==> config.mk <==
export PLATFORM = sky130hd
export DESIGN_NAME = capcomp_timer3
export DESIGN_NICKNAME = d
export VERILOG_FILES = /design/src/rtl/capcomp_pkg.sv /design/src/rtl/capcomp_tick.sv /design/src/rtl/capcomp_counter.sv /design/src/rtl/capcomp_chan.sv /design/src/rtl/capcomp_timer3.sv
export SDC_FILE = /design/constraint.sdc
export NUM_CORES = 1
export LEC_CHECK = 0
export ABC_AREA = 0
export BUFFER_PORTS_ARGS = -buffer_cell sky130_fd_sc_hd__buf_2
export CAP_MARGIN = 20
export CORE_UTILIZATION = 40
export CTS_BUF_LIST = sky130_fd_sc_hd__clkbuf_4 sky130_fd_sc_hd__clkbuf_8 sky130_fd_sc_hd__clkbuf_16
export CTS_CLUSTER_DIAMETER = 30
export CTS_CLUSTER_SIZE = 20
export DETAILED_ROUTE_END_ITERATION = 10
export GPL_TIMING_DRIVEN = 0
export PLACE_DENSITY_LB_ADDON = 0.08
export SETUP_SLACK_MARGIN = 0.3
export SYNTH_ARGS = -nofsm -noshare
export SYNTH_HDL_FRONTEND = slang
export SYNTH_SLANG_ARGS = --single-unit
==> constraint.sdc <==
create_clock -name clk -period 7.8 [get_ports clk]
set_input_delay 0 -clock clk [delete_from_list [all_inputs] [get_ports clk]]
set_output_delay 0 -clock clk [all_outputs]
set_load 0.01 [all_outputs]
==> src/rtl/capcomp_pkg.sv <==
package capcomp_pkg;
   localparam int NCH      = 3;
   localparam int NSRC     = 4;
   // word addresses
   localparam int A_CTL    = 0;
   localparam int A_CCTL0  = 1;
   localparam int A_FLAGS  = 4;
   localparam int A_CCR0   = 5;
   localparam int A_CNT    = 8;
   // control register bits
   localparam int CTL_CONT   = 2;
   localparam int CTL_RUN    = 3;
   localparam int CTL_REMAP  = 4;
   localparam int CTL_TRGSEL = 5;
   localparam int CTL_HIZCLR = 6;
   localparam int CTL_CLR    = 7;
   localparam int CTL_W      = 6;
   // channel control bits
   localparam int CC_CAP   = 0;
   localparam int CC_RS    = 3;
   localparam int CC_LVL   = 4;
   localparam int CC_W     = 5;
   // flags register layout
   localparam int FL_CH    = 1;
   localparam int FL_COV   = FL_CH + NCH;
   localparam int FL_W     = 1 + 2 * NCH;

   typedef enum logic [1:0] {IN_A = 2'd0, IN_B = 2'd1, IN_GND = 2'd2, IN_VCC = 2'd3} cap_sel_e;
endpackage

==> src/rtl/capcomp_tick.sv <==
module capcomp_tick #(
   parameter int NSRC = 4,
   localparam int SW  = $clog2(NSRC)
) (
   input  logic            clk,
   input  logic            rst_n,
   input  logic [NSRC-1:0] src,
   input  logic [SW-1:0]   sel,
   output logic            tick
);
   logic cur, prev;

   assign cur  = src[sel];
   assign tick = cur & ~prev;

   always_ff @(posedge clk or negedge rst_n) begin
      if (!rst_n) prev <= 1'b0;
      else        prev <= cur;
   end
endmodule

==> src/rtl/capcomp_counter.sv <==
module capcomp_counter #(
   parameter int W = 16
) (
   input  logic         clk,
   input  logic         rst_n,
   input  logic         tick,
   input  logic         run,
   input  logic         cont,
   input  logic         clr,
   input  logic         ovf_clr,
   input  logic [W-1:0] period,
   output logic [W-1:0] cnt,
   output logic [W-1:0] cnt_nxt,
   output logic         adv,
   output logic         wrap,
   output logic         ovf
);
   always_comb begin
      adv     = tick & run & ~clr;
      wrap    = adv & (cont ? (&cnt) : (cnt >= period));
      cnt_nxt = wrap ? '0 : cnt + 1'b1;
   end

   always_ff @(posedge clk or negedge rst_n) begin
      if (!rst_n) begin
         cnt <= '0;
         ovf <= 1'b0;
      end else begin
         if (clr)      cnt <= '0;
         else if (adv) cnt <= cnt_nxt;
         if (wrap)         ovf <= 1'b1;
         else if (ovf_clr) ovf <= 1'b0;
      end
   end
endmodule

==> src/rtl/capcomp_chan.sv <==
module capcomp_chan
   import capcomp_pkg::*;
#(
   parameter int W       = 16,
   parameter bit HAS_PIN = 1'b1
) (
   input  logic           clk,
   input  logic           rst_n,
   input  logic           adv,
   input  logic           wrap,
   input  logic [W-1:0]   cnt,
   input  logic [W-1:0]   cnt_nxt,
   input  logic           cctl_we,
   input  logic           ccr_we,
   input  logic [W-1:0]   wdata,
   input  logic           flag_clr,
   input  logic           cov_clr,
   input  logic           cap_a,
   input  logic           cap_b,
   output logic [CC_W-1:0] cctl_q,
   output logic [W-1:0]   ccr_q,
   output logic           flag,
   output logic           cov,
   output logic           out
);
   logic cap_sig, cap_prev, cap_ev, cmp_ev;

   always_comb begin
      unique case (cap_sel_e'(cctl_q[2:1]))
         IN_A:    cap_sig = cap_a;
         IN_B:    cap_sig = cap_b;
         IN_GND:  cap_sig = 1'b0;
         default: cap_sig = 1'b1;
      endcase
      cap_ev = cctl_q[CC_CAP] & cap_sig & ~cap_prev;
      cmp_ev = adv & ~cctl_q[CC_CAP] & (cnt_nxt == ccr_q);
   end

   always_ff @(posedge clk or negedge rst_n) begin
      if (!rst_n) begin
         cap_prev <= 1'b0;
         cctl_q   <= '0;
         ccr_q    <= '0;
         flag     <= 1'b0;
         cov      <= 1'b0;
      end else begin
         cap_prev <= cap_sig;
         if (cctl_we) cctl_q <= wdata[CC_W-1:0];
         if (ccr_we)      ccr_q <= wdata;
         else if (cap_ev) ccr_q <= cnt;
         if (cap_ev || cmp_ev) flag <= 1'b1;
         else if (flag_clr)    flag <= 1'b0;
         if (cap_ev && flag)   cov <= 1'b1;
         else if (cov_clr)     cov <= 1'b0;
      end
   end

   generate
      if (HAS_PIN) begin : g_pin
         logic out_q;
         always_ff @(posedge clk or negedge rst_n) begin
            if (!rst_n) out_q <= 1'b0;
            else if (cmp_ev) out_q <= 1'b0;
            else if (wrap)   out_q <= 1'b1;
         end
         assign out = cctl_q[CC_RS] ? out_q : cctl_q[CC_LVL];
      end else begin : g_nopin
         logic unused_pin_bits;
         assign unused_pin_bits = &{1'b0, wrap, cctl_q[CC_LVL:CC_RS]};
         assign out = 1'b0;
      end
   endgenerate
endmodule

==> src/rtl/capcomp_timer3.sv <==
module capcomp_timer3
   import capcomp_pkg::*;
#(
   parameter int CNT_W = 16,
   parameter int AW    = 4
) (
   input  logic             clk,
   input  logic             rst_n,
   input  logic             wr_en,
   input  logic [AW-1:0]    wr_addr,
   input  logic [CNT_W-1:0] wr_data,
   input  logic [AW-1:0]    rd_addr,
   output logic [CNT_W-1:0] rd_data,
   input  logic [NSRC-1:0]  clk_src,
   input  logic             cap_int0,
   input  logic [NCH-1:0]   cap_b,
   input  logic [NCH-2:0]   cap_pin_pri,
   input  logic [NCH-2:0]   cap_pin_alt,
   input  logic             hiz_cmp,
   input  logic             hiz_pin,
   output logic             irq_ovf,
   output logic [NCH-1:0]   irq_ch,
   output logic [NCH-2:0]   pwm_out,
   output logic [NCH-2:0]   pwm_oe,
   output logic             adc_trig
);
   generate
      if (CNT_W < 8) begin : g_bad_width
         $error("capcomp_timer3: CNT_W must be at least 8");
      end
      if (AW < 4) begin : g_bad_aw
         $error("capcomp_timer3: AW must be at least 4");
      end
   endgenerate

   logic [CTL_W-1:0] ctl_q;
   logic             ctl_we, flg_we, cnt_clr, tick, adv, wrap, ovf, hiz_q, trig;
   logic [CNT_W-1:0] cnt_q, cnt_nxt, period;
   logic [CC_W-1:0]  cctl_q [NCH];
   logic [CNT_W-1:0] ccr_q  [NCH];
   logic [NCH-1:0]   flag, cov, ch_out, ch_cap_a;
   logic [FL_W-1:0]  flags;
   logic             ch0_cap;

   assign ctl_we  = wr_en && (wr_addr == AW'(A_CTL));
   assign flg_we  = wr_en && (wr_addr == AW'(A_FLAGS));
   assign cnt_clr = ctl_we && wr_data[CTL_CLR];
   assign period  = ccr_q[0];
   assign ch0_cap = cctl_q[0][CC_CAP];
   assign flags   = {cov, flag, ovf};
   assign trig    = ctl_q[CTL_TRGSEL] ? hiz_pin : hiz_cmp;

   always_ff @(posedge clk or negedge rst_n) begin
      if (!rst_n) begin
         ctl_q <= '0;
         hiz_q <= 1'b0;
      end else begin
         if (ctl_we) ctl_q <= wr_data[CTL_W-1:0];
         if (trig) hiz_q <= 1'b1;
         else if (ctl_we && wr_data[CTL_HIZCLR]) hiz_q <= 1'b0;
      end
   end

   capcomp_tick #(.NSRC(NSRC)) u_tick (
      .clk(clk), .rst_n(rst_n), .src(clk_src), .sel(ctl_q[1:0]), .tick(tick)
   );

   capcomp_counter #(.W(CNT_W)) u_cnt (
      .clk(clk), .rst_n(rst_n), .tick(tick), .run(ctl_q[CTL_RUN]),
      .cont(ctl_q[CTL_CONT]), .clr(cnt_clr), .ovf_clr(flg_we && wr_data[0]),
      .period(period), .cnt(cnt_q), .cnt_nxt(cnt_nxt), .adv(adv),
      .wrap(wrap), .ovf(ovf)
   );

   genvar gi;
   generate
      for (gi = 0; gi < NCH; gi++) begin : g_ch
         if (gi == 0) begin : g_int
            assign ch_cap_a[gi] = cap_int0;
         end else begin : g_pad
            assign ch_cap_a[gi] = ctl_q[CTL_REMAP] ? cap_pin_alt[gi-1] : cap_pin_pri[gi-1];
         end
         capcomp_chan #(.W(CNT_W), .HAS_PIN(gi != 0)) u_chan (
            .clk(clk), .rst_n(rst_n), .adv(adv), .wrap(wrap), .cnt(cnt_q),
            .cnt_nxt(cnt_nxt),
            .cctl_we(wr_en && (wr_addr == AW'(A_CCTL0 + gi))),
            .ccr_we(wr_en && (wr_addr == AW'(A_CCR0 + gi))),
            .wdata(wr_data),
            .flag_clr(flg_we && wr_data[FL_CH + gi]),
            .cov_clr(flg_we && wr_data[FL_COV + gi]),
            .cap_a(ch_cap_a[gi]), .cap_b(cap_b[gi]),
            .cctl_q(cctl_q[gi]), .ccr_q(ccr_q[gi]), .flag(flag[gi]),
            .cov(cov[gi]), .out(ch_out[gi])
         );
      end
   endgenerate

   always_comb begin
      rd_data = '0;
      if (rd_addr == AW'(A_CTL))   rd_data = CNT_W'(ctl_q);
      if (rd_addr == AW'(A_FLAGS)) rd_data = CNT_W'(flags);
      if (rd_addr == AW'(A_CNT))   rd_data = cnt_q;
      for (int i = 0; i < NCH; i++) begin
         if (rd_addr == AW'(A_CCTL0 + i)) rd_data = CNT_W'(cctl_q[i]);
         if (rd_addr == AW'(A_CCR0 + i))  rd_data = ccr_q[i];
      end
   end

   assign irq_ovf  = ovf;
   assign irq_ch   = flag;
   assign pwm_out  = ch_out[NCH-1:1];
   assign pwm_oe   = {(NCH-1){~hiz_q}};
   assign adc_trig = ch_out[1];
endmodule

==> results of run 1 <==
==> synthesized netlist by cell type (3+ instances only) <==
library cell and number:
a2111oi_0 3, a211oi_1 6, a21oi_1 29, a221o_1 11
a221oi_1 4, a22oi_1 4, a31oi_1 5, buf_1 3
buf_2 10, buf_4 8, buf_6 3, clkbuf_1 26
dfrtp_1 99, ha_1 17, inv_1 29, mux2_2 17
mux2i_1 62, nand2_1 126, nand2b_1 4, nand3_1 7
nand3b_1 5, nand4_1 10, nor2_1 40, nor2b_1 5
nor3_1 10, nor3b_1 3, nor4_1 6, nor4_2 3
nor4_4 3, o21ai_0 110, o21ai_1 3, o221ai_1 9
o22ai_1 5, o31ai_1 9, o32ai_1 4, or2_2 3
or3_1 5, xnor2_1 11, xor2_1 11
==> cell families (layout without fill, tap and decap cells) <==
logic type	Yosys count	after routing	synth area share, %
compound gates	233	233	21.7
xor+xnor	24	24	3.35
fa+ha+maj	17	17	3.08
buf+inv	81	187	5.63
flops	99	99	35.9
mux	80	80	12.1
simple gates	248	248	18.3
==> power by group <==
part           switching [mW]  internal [mW]  leakage [nW]  total, mW
logic                   0.401          0.309          2.20      0.711
registers               0.200          0.636          1.27      0.836
clock network           0.222          0.234         0.138      0.456
==> sequential cells by signal, indices dropped and copies added, names as in the netlist <==
signal / cells
ctl_q: 6
g_ch.u_chan.cap_prev: 3
g_ch.u_chan.ccr_q: 48
g_ch.u_chan.cctl_q: 15
g_ch.u_chan.cov: 3
g_ch.u_chan.flag: 3
g_ch.u_chan.g_pin.out_q: 2
hiz_q: 1
u_cnt.cnt: 16
u_cnt.ovf: 1
u_tick.prev: 1
==> stage by stage <==
step | utilization (%) | hold WS (ns) | cells | worst slack (ns)
after floorplan | - | -0.296 | 782 | 4.98
after global placement | 44.9 | 0.239 | 1066 | 3.94
after detailed placement | 45.2 | 0.0362 | 1069 | 3.93
after CTS | 48.3 | 0.00288 | 1108 | 3.90
after global routing | 48.3 | 0.0165 | 1108 | 3.53
final | 48.3 | 0.00919 | 1108 | 3.76
==> critical path, stage by stage (launching register included) <==
cell and delay, ns:
dfrtp_1 0.39, clkbuf_1 0.46, inv_1 0.25, ha_1 0.35
nor2b_1 0.04, o21ai_0 0.19, a41oi_1 0.25, o21a_1 0.40
o21ai_0 0.70, clkbuf_1 0.48, nor2_1 0.10, o21ai_0 0.18
o41ai_1 0.11
==> final cells by class <==
cell class              instances  share of cell area [%]
clock buffers                  11                    3.06
repair buffers                 90                    7.35
flip-flops and latches         99                    30.7
inverters                      29                    1.35
plain buffers                  52                    3.48
well taps                     220                    3.41
clock inverters                 5                   0.543
multi-input cells             602                    50.1
==> what timing repair did <==
item,CTS,global route
gates resized for setup,0,0
hold buffers,23,0
endpoints found under the setup margin,0,0
endpoints found under the hold margin,82,0
==> layout by cell type (no fill, tap or decap), types with 6 or more instances in the layout <==
cell / n
buf_2: 74
mux2_2: 17
o21ai_0: 110
nand4_1: 10
clkbuf_1: 26
ha_1: 17
xor2_1: 11
mux2i_1: 62
nand2_1: 126
nor2_1: 40
o31ai_1: 9
a21oi_1: 29
xnor2_1: 11
inv_1: 29
dlygate4sd3_1: 23
nor3_1: 10
buf_4: 10
dfrtp_1: 99
o221ai_1: 9
nor4_1: 6
clkbuf_16: 9
a211oi_1: 6
a221o_1: 11
nand3_1: 7
==> layer usage <==
layer | global-route usage [%] | part of all wire (%) | up-vias
met3 | 4.00 | 6.8 | 51
met5 | 0 | 0 | -
met1 | 42.0 | 43 | 3369
li1 | - | - | 3060
met4 | 13.8 | 3.7 | 0
met2 | 49.2 | 46 | 329
==> path summary, 6_finish.rpt <==
kind,from,end
max in group asynchronous,rst_n,g_ch[2].u_chan.ccr_q[0]$_DFFE_PN0P_
worst min-delay path,wr_data[2],g_ch[2].u_chan.ccr_q[2]$_DFFE_PN0P_
worst max register to register,u_cnt.cnt[0]$_DFFE_PN0P_,u_cnt.cnt[5]$_DFFE_PN0P_
worst max-delay path,u_cnt.cnt[0]$_DFFE_PN0P_,u_cnt.cnt[5]$_DFFE_PN0P_
min in group asynchronous,rst_n,u_cnt.cnt[14]$_DFFE_PN0P_
worst min register to register,ctl_q[3]$_DFFE_PN0P_,ctl_q[3]$_DFFE_PN0P_
==> flow_metrics.tcl, run 1 <==
set metrics [dict create \
    n_antenna_cell 0 \
    fp.dieH_um 133 \
    area_growth_pct 16.8 \
    syn_area_per_cell_sq_um 8.83 \
    peakVddDrop_uv 109 \
    synth_nets 840 \
    power_density_mw_per_mm2 248 \
    yosys_warnings 0 \
    cts.path.max_buffers 2 \
    reg2reg_depth 12 \
    routed_wl_um 26600 \
    synth_edf_count 0 \
    grt_antenna_before_repair 0 \
    clkSinkCount 99 \
    rsz0062_at_grt "no" \
    skew_ns 0.00780 \
    fill_cells 1668 \
    cap_viol_max_count 0 \
    hp-class "in2reg" \
    fp-row-count 47 \
    grt_usage_pct 30.9 \
    yosysSeqAreaShare_pct 35.9 \
    wl_per_cell_um 24.0 \
    grt_max_degree 60 \
    syn-cell-area_sq_mm 0.00691 \
    synth_top_area_cell "dfrtp_1" \
    layout-drive-gt1-share_pct 16.6 \
    max_freq_mhz 248 \
    crit_arrival_ns 4.26 \
    cp_max_fo 10 \
    seqCellArea_sq_mm 0.00248 \
    finalInstanceArea_sq_mm 0.00807 \
    viasPerCell 6.15 \
    synth_top_flop_cell "dfrtp_1" \
    post_cts_buffers 0 \
    power_mw 2.00 \
    yosys.area.top_type_share_pct 35.9 \
    setup_viol 0 \
    p_leak_nw 3.61 \
    netlist_instances 782 \
    synth.area.top_cells "dfrtp_1 36%, mux2i_1 9.0%, o21ai_0 8.0%, nand2_1 6.8%, ha_1 3.1%" \
    ys_ff_latch 99 \
    crit_path_end_kind "register" \
    min_path_cells 3 \
    overflow 0 \
    clockRootBuffer "clkbuf_16" \
    start_kind "register" \
    slew_viol_final 0 \
    setup_tns_ns 0 \
    tightest_slew_ns 1.07 \
    grt_pass1_wl_um 40900 \
    cts_tree "built" \
    slew-limit-headroom_pct 28.1 \
    period_share_pct 51.8 \
    drt_first_pass_iters 5 \
    synth_cell_types 80 \
    placement.cell_area_sq_mm 0.00754 \
    place_congestion 0.982 \
    crit_type "reg2reg" \
    grt_pass1_vias 6656 \
    async_flop_share_pct 100 \
    start_util_pct 41.4 \
    path_clk_slew_ns 0.07 \
    io_pins 66 \
    final_nets 941 \
    h-tree-depth 3 \
    reg2reg_slack_ns 3.76 \
    port_buffers 64 \
    outcome "completed" \
    finalHoldViolCount 0 \
    via_count 6809 \
    core_sq_mm 0.0167 \
    multiInputGateArea_sq_mm 0.00404 \
    ant_nets 0 \
    cts_buffers 9 \
    worstSkewPairLatency_ns 0.36 \
    dpl.hpwl_um 20200 \
    die_x_um 133 \
    required_ns 8.02 \
    drt_iter0_markers 709 \
    drc 0 \
    final.min_clock_period_ns 4.04 \
    die_area_sq_mm 0.0178 \
]
(Power assumes the default switching activity.)
==> inputs of run 2 (changes only) <==
--- a/config.mk
+++ b/config.mk
@@ -5,7 +5,7 @@
 export SDC_FILE = /design/constraint.sdc
 export NUM_CORES = 1
 export LEC_CHECK = 0
-export ABC_AREA = 0
+export ABC_AREA = 1
 export BUFFER_PORTS_ARGS = -buffer_cell sky130_fd_sc_hd__buf_2
 export CAP_MARGIN = 20
 export CORE_UTILIZATION = 40
==> constraint.sdc (replaced) <==
create_clock -name clk -period 3.37 [get_ports clk]
set_input_delay 0 -clock clk [delete_from_list [all_inputs] [get_ports clk]]
set_output_delay 0 -clock clk [all_outputs]
set_load 0.01 [all_outputs]
==> run 2 against run 1 <==
Against the previous run: highest routed layer unchanged; sequential cell count is the same; critical path depth grew 6; fmax grew 41%.
==> flow_metrics.tcl, run 2 <==
set metrics [dict create \
    r2r_start "u_cnt.cnt[0]$_DFFE_PN0P_" \
    cap_viol_max_count 0 \
    hold-path-endpoint "g_ch[0].u_chan.cap_prev$_DFF_PN0_" \
    synth_edf_count 0 \
    cp_max_fo 10 \
    finalHoldViolCount 0 \
    setup_tns_ns 0 \
    timing.rr.end "g_ch[1].u_chan.g_pin.out_q$_DFFE_PN0P_" \
    reg2reg_slack_ns 0.51 \
    p_leak_nw 3.68 \
    clkSinkCount 99 \
    synth.area.top_cells "dfrtp_1 38%, nand2_1 15%, o21ai_0 8.3%, inv_1 7.1%, o211ai_1 4.7%" \
    tightest_slew_ns 0.761 \
    fp.dieH_um 130 \
    viasPerCell 5.40 \
    worstSkewPairLatency_ns 0.36 \
    fill_cells 1708 \
    crit_path_end_kind "register" \
    rsz0062_at_grt "yes" \
    peakVddDrop_uv 357 \
    startpoint "u_cnt.cnt[0]$_DFFE_PN0P_" \
    drc 0 \
    crit_type "reg2reg" \
    start_kind "register" \
    die_x_um 130 \
    grt_pass1_wl_um 37000 \
    routed_wl_um 24500 \
    yosysSeqAreaShare_pct 38.0 \
    reg_top3 "g_ch.u_chan.ccr_q: 48 flops, u_cnt.cnt: 16 flops, g_ch.u_chan.cctl_q: 15 flops" \
    drt_iter0_markers 546 \
    io_pins 66 \
    die_area_sq_mm 0.0168 \
    ys_ff_latch 99 \
    core_sq_mm 0.0159 \
    period_share_pct 84.9 \
    yosys.area.top_type_share_pct 38.0 \
    path_clk_slew_ns 0.07 \
    netlist_instances 932 \
    final_nets 1090 \
    dpl.hpwl_um 18800 \
    clockRootBuffer "clkbuf_16" \
    grt_usage_pct 30.4 \
    syn_area_per_cell_sq_um 7.00 \
    ant_nets 0 \
    async_flop_share_pct 100 \
    synth_most_common_cell "nand2_1" \
    skew_ns 0.00796 \
    worstHoldStart "cap_int0" \
    max_freq_mhz 350 \
    min_path_cells 3 \
    slew_viol_final 0 \
    area_growth_pct 17.9 \
    setup_viol 0 \
    place_congestion 0.926 \
    cts_tree "built" \
    regMostFlops "g_ch.u_chan.ccr_q" \
    final.min_clock_period_ns 2.86 \
    syn-cell-area_sq_mm 0.00652 \
    fin_ws_ns 0.510 \
    cts.path.max_buffers 2 \
    netlist_top_cells_count "253 x nand2_1, 123 x inv_1, 108 x o21ai_0" \
    wl_per_cell_um 19.5 \
    synth_top_flop_cell "dfrtp_1" \
    final_cell_mix "250 x nand2_1, 122 x inv_1, 108 x o21ai_0" \
    h-tree-depth 3 \
    slew-limit-headroom_pct 48.7 \
    crit_arrival_ns 3.11 \
    outcome "completed" \
    post-place-ws_ns 0.265 \
    largest_reg_flops 48 \
    power_density_mw_per_mm2 754 \
    start_util_pct 41.0 \
    final_common_cell "nand2_1" \
    overflow 0 \
    grt_max_degree 57 \
    via_count 6758 \
    reg2reg_depth 18 \
    grt_antenna_before_repair 0 \
    required_ns 3.62 \
    final_util_pct 48.4 \
    layout-drive-gt1-share_pct 11.4 \
    yosys_warnings 0 \
    grt_pass1_vias 6472 \
    hp-class "in2reg" \
    synth_top_area_cell "dfrtp_1" \
    n_antenna_cell 0 \
    cts_buffers 9 \
    fp-row-count 46 \
    synth_cell_types 33 \
    synth_nets 990 \
    port_buffers 64 \
    drt_first_pass_iters 5 \
]
-- run 2: final cells by class --
type | count | area (sq um) | share of cell area [%]
Clock buffer | 12 | 267 | 3.47
Inverter | 129 | 488 | 6.35
Sequential cell | 99 | 2480 | 32.2
Buffer | 38 | 209 | 2.72
Multi-Input combinational cell | 666 | 3370 | 43.8
Tap cell | 216 | 270 | 3.52
Timing Repair Buffer | 89 | 588 | 7.65
Clock inverter | 3 | 22.5 | 0.293
-- run 2: where the power goes --
group          internal, mW  total [mW]  leakage, nW  switching (mW)
Sequential             1.60        1.98         1.26           0.389
Combinational         0.974        2.77         2.28            1.79
Clock                 0.559        1.05        0.133           0.489
-- run 2: layer usage --
layer	GRT usage (%)	share of wire, %
met1	39.3	43
met2	51.4	47
met3	3.39	6.1
met4	13.5	3.8
met5	0	0
-- run 2: cells by family (layout without fill, tap and decap cells) --
kind of cell / count (synthesis) / after routing / share of synthesized area (%)
buffers and inverters: 167 / 271 / 10.6
flip-flops: 99 / 99 / 38.0
AO/OA/AOI/OAI: 221 / 221 / 19.6
XOR/XNOR: 21 / 21 / 2.94
multiplexers: 1 / 1 / 0.173
adder cells (fa/ha/maj): 17 / 17 / 3.26
AND/OR/NAND/NOR: 406 / 406 / 25.5
-- run 2: worst max-delay path by stage --
| stage | endpoint | slack (ns) | cells after the start |
|---|---|---|---|
| global route | g_ch[2].u_chan.g_pin.out_q$_DFFE_PN0P_ | 0.29 | 16 |
| global placement | g_ch[2].u_chan.g_pin.out_q$_DFFE_PN0P_ | 0.28 | 20 |
| floorplan | g_ch[1].u_chan.g_pin.out_q$_DFFE_PN0P_ | 1.21 | 18 |
| detailed placement | g_ch[2].u_chan.g_pin.out_q$_DFFE_PN0P_ | 0.27 | 20 |
| finish | g_ch[1].u_chan.g_pin.out_q$_DFFE_PN0P_ | 0.51 | 18 |
| CTS | g_ch[2].u_chan.g_pin.out_q$_DFFE_PN0P_ | 0.35 | 20 |
-- run 2: through the flow --
stage	total power [mW]	cells	instance area, sq um	hold WS, ns
2_1_floorplan	3.71	932	6520	-0.296
3_5_place_dp	4.66	1213	7140	0.123
5_1_grt	6.25	1252	7690	0.0266
3_3_place_gp	4.65	1212	7110	0.227
4_1_cts	5.75	1252	7670	0.00841
6_report	5.80	1252	7690	0.00811
-- run 2: repair_timing --
action                     in CTS  in global routing
setup endpoints to repair       2                  5
buffers inserted                1                  0
gates resized for setup         2                  5
hold buffers                   23                  0
hold endpoints to repair       80                  0
-- run 2: worst max-delay path, stage by stage (launching register included) --
cell and delay [ns]:
dfrtp_1 0.36, clkbuf_4 0.24, clkinvlp_4 0.13, ha_1 0.31, nand4_1 0.11, nor2_1 0.05
nor2_1 0.07, nand2_1 0.08, nand2_1 0.08, nand2_2 0.10, nand2_1 0.12, buf_4 0.20
nand2_1 0.21, nand2_1 0.11, nand4_1 0.13, nor2_1 0.15, nand2_1 0.11, nor2_1 0.15
nor2_1 0.05
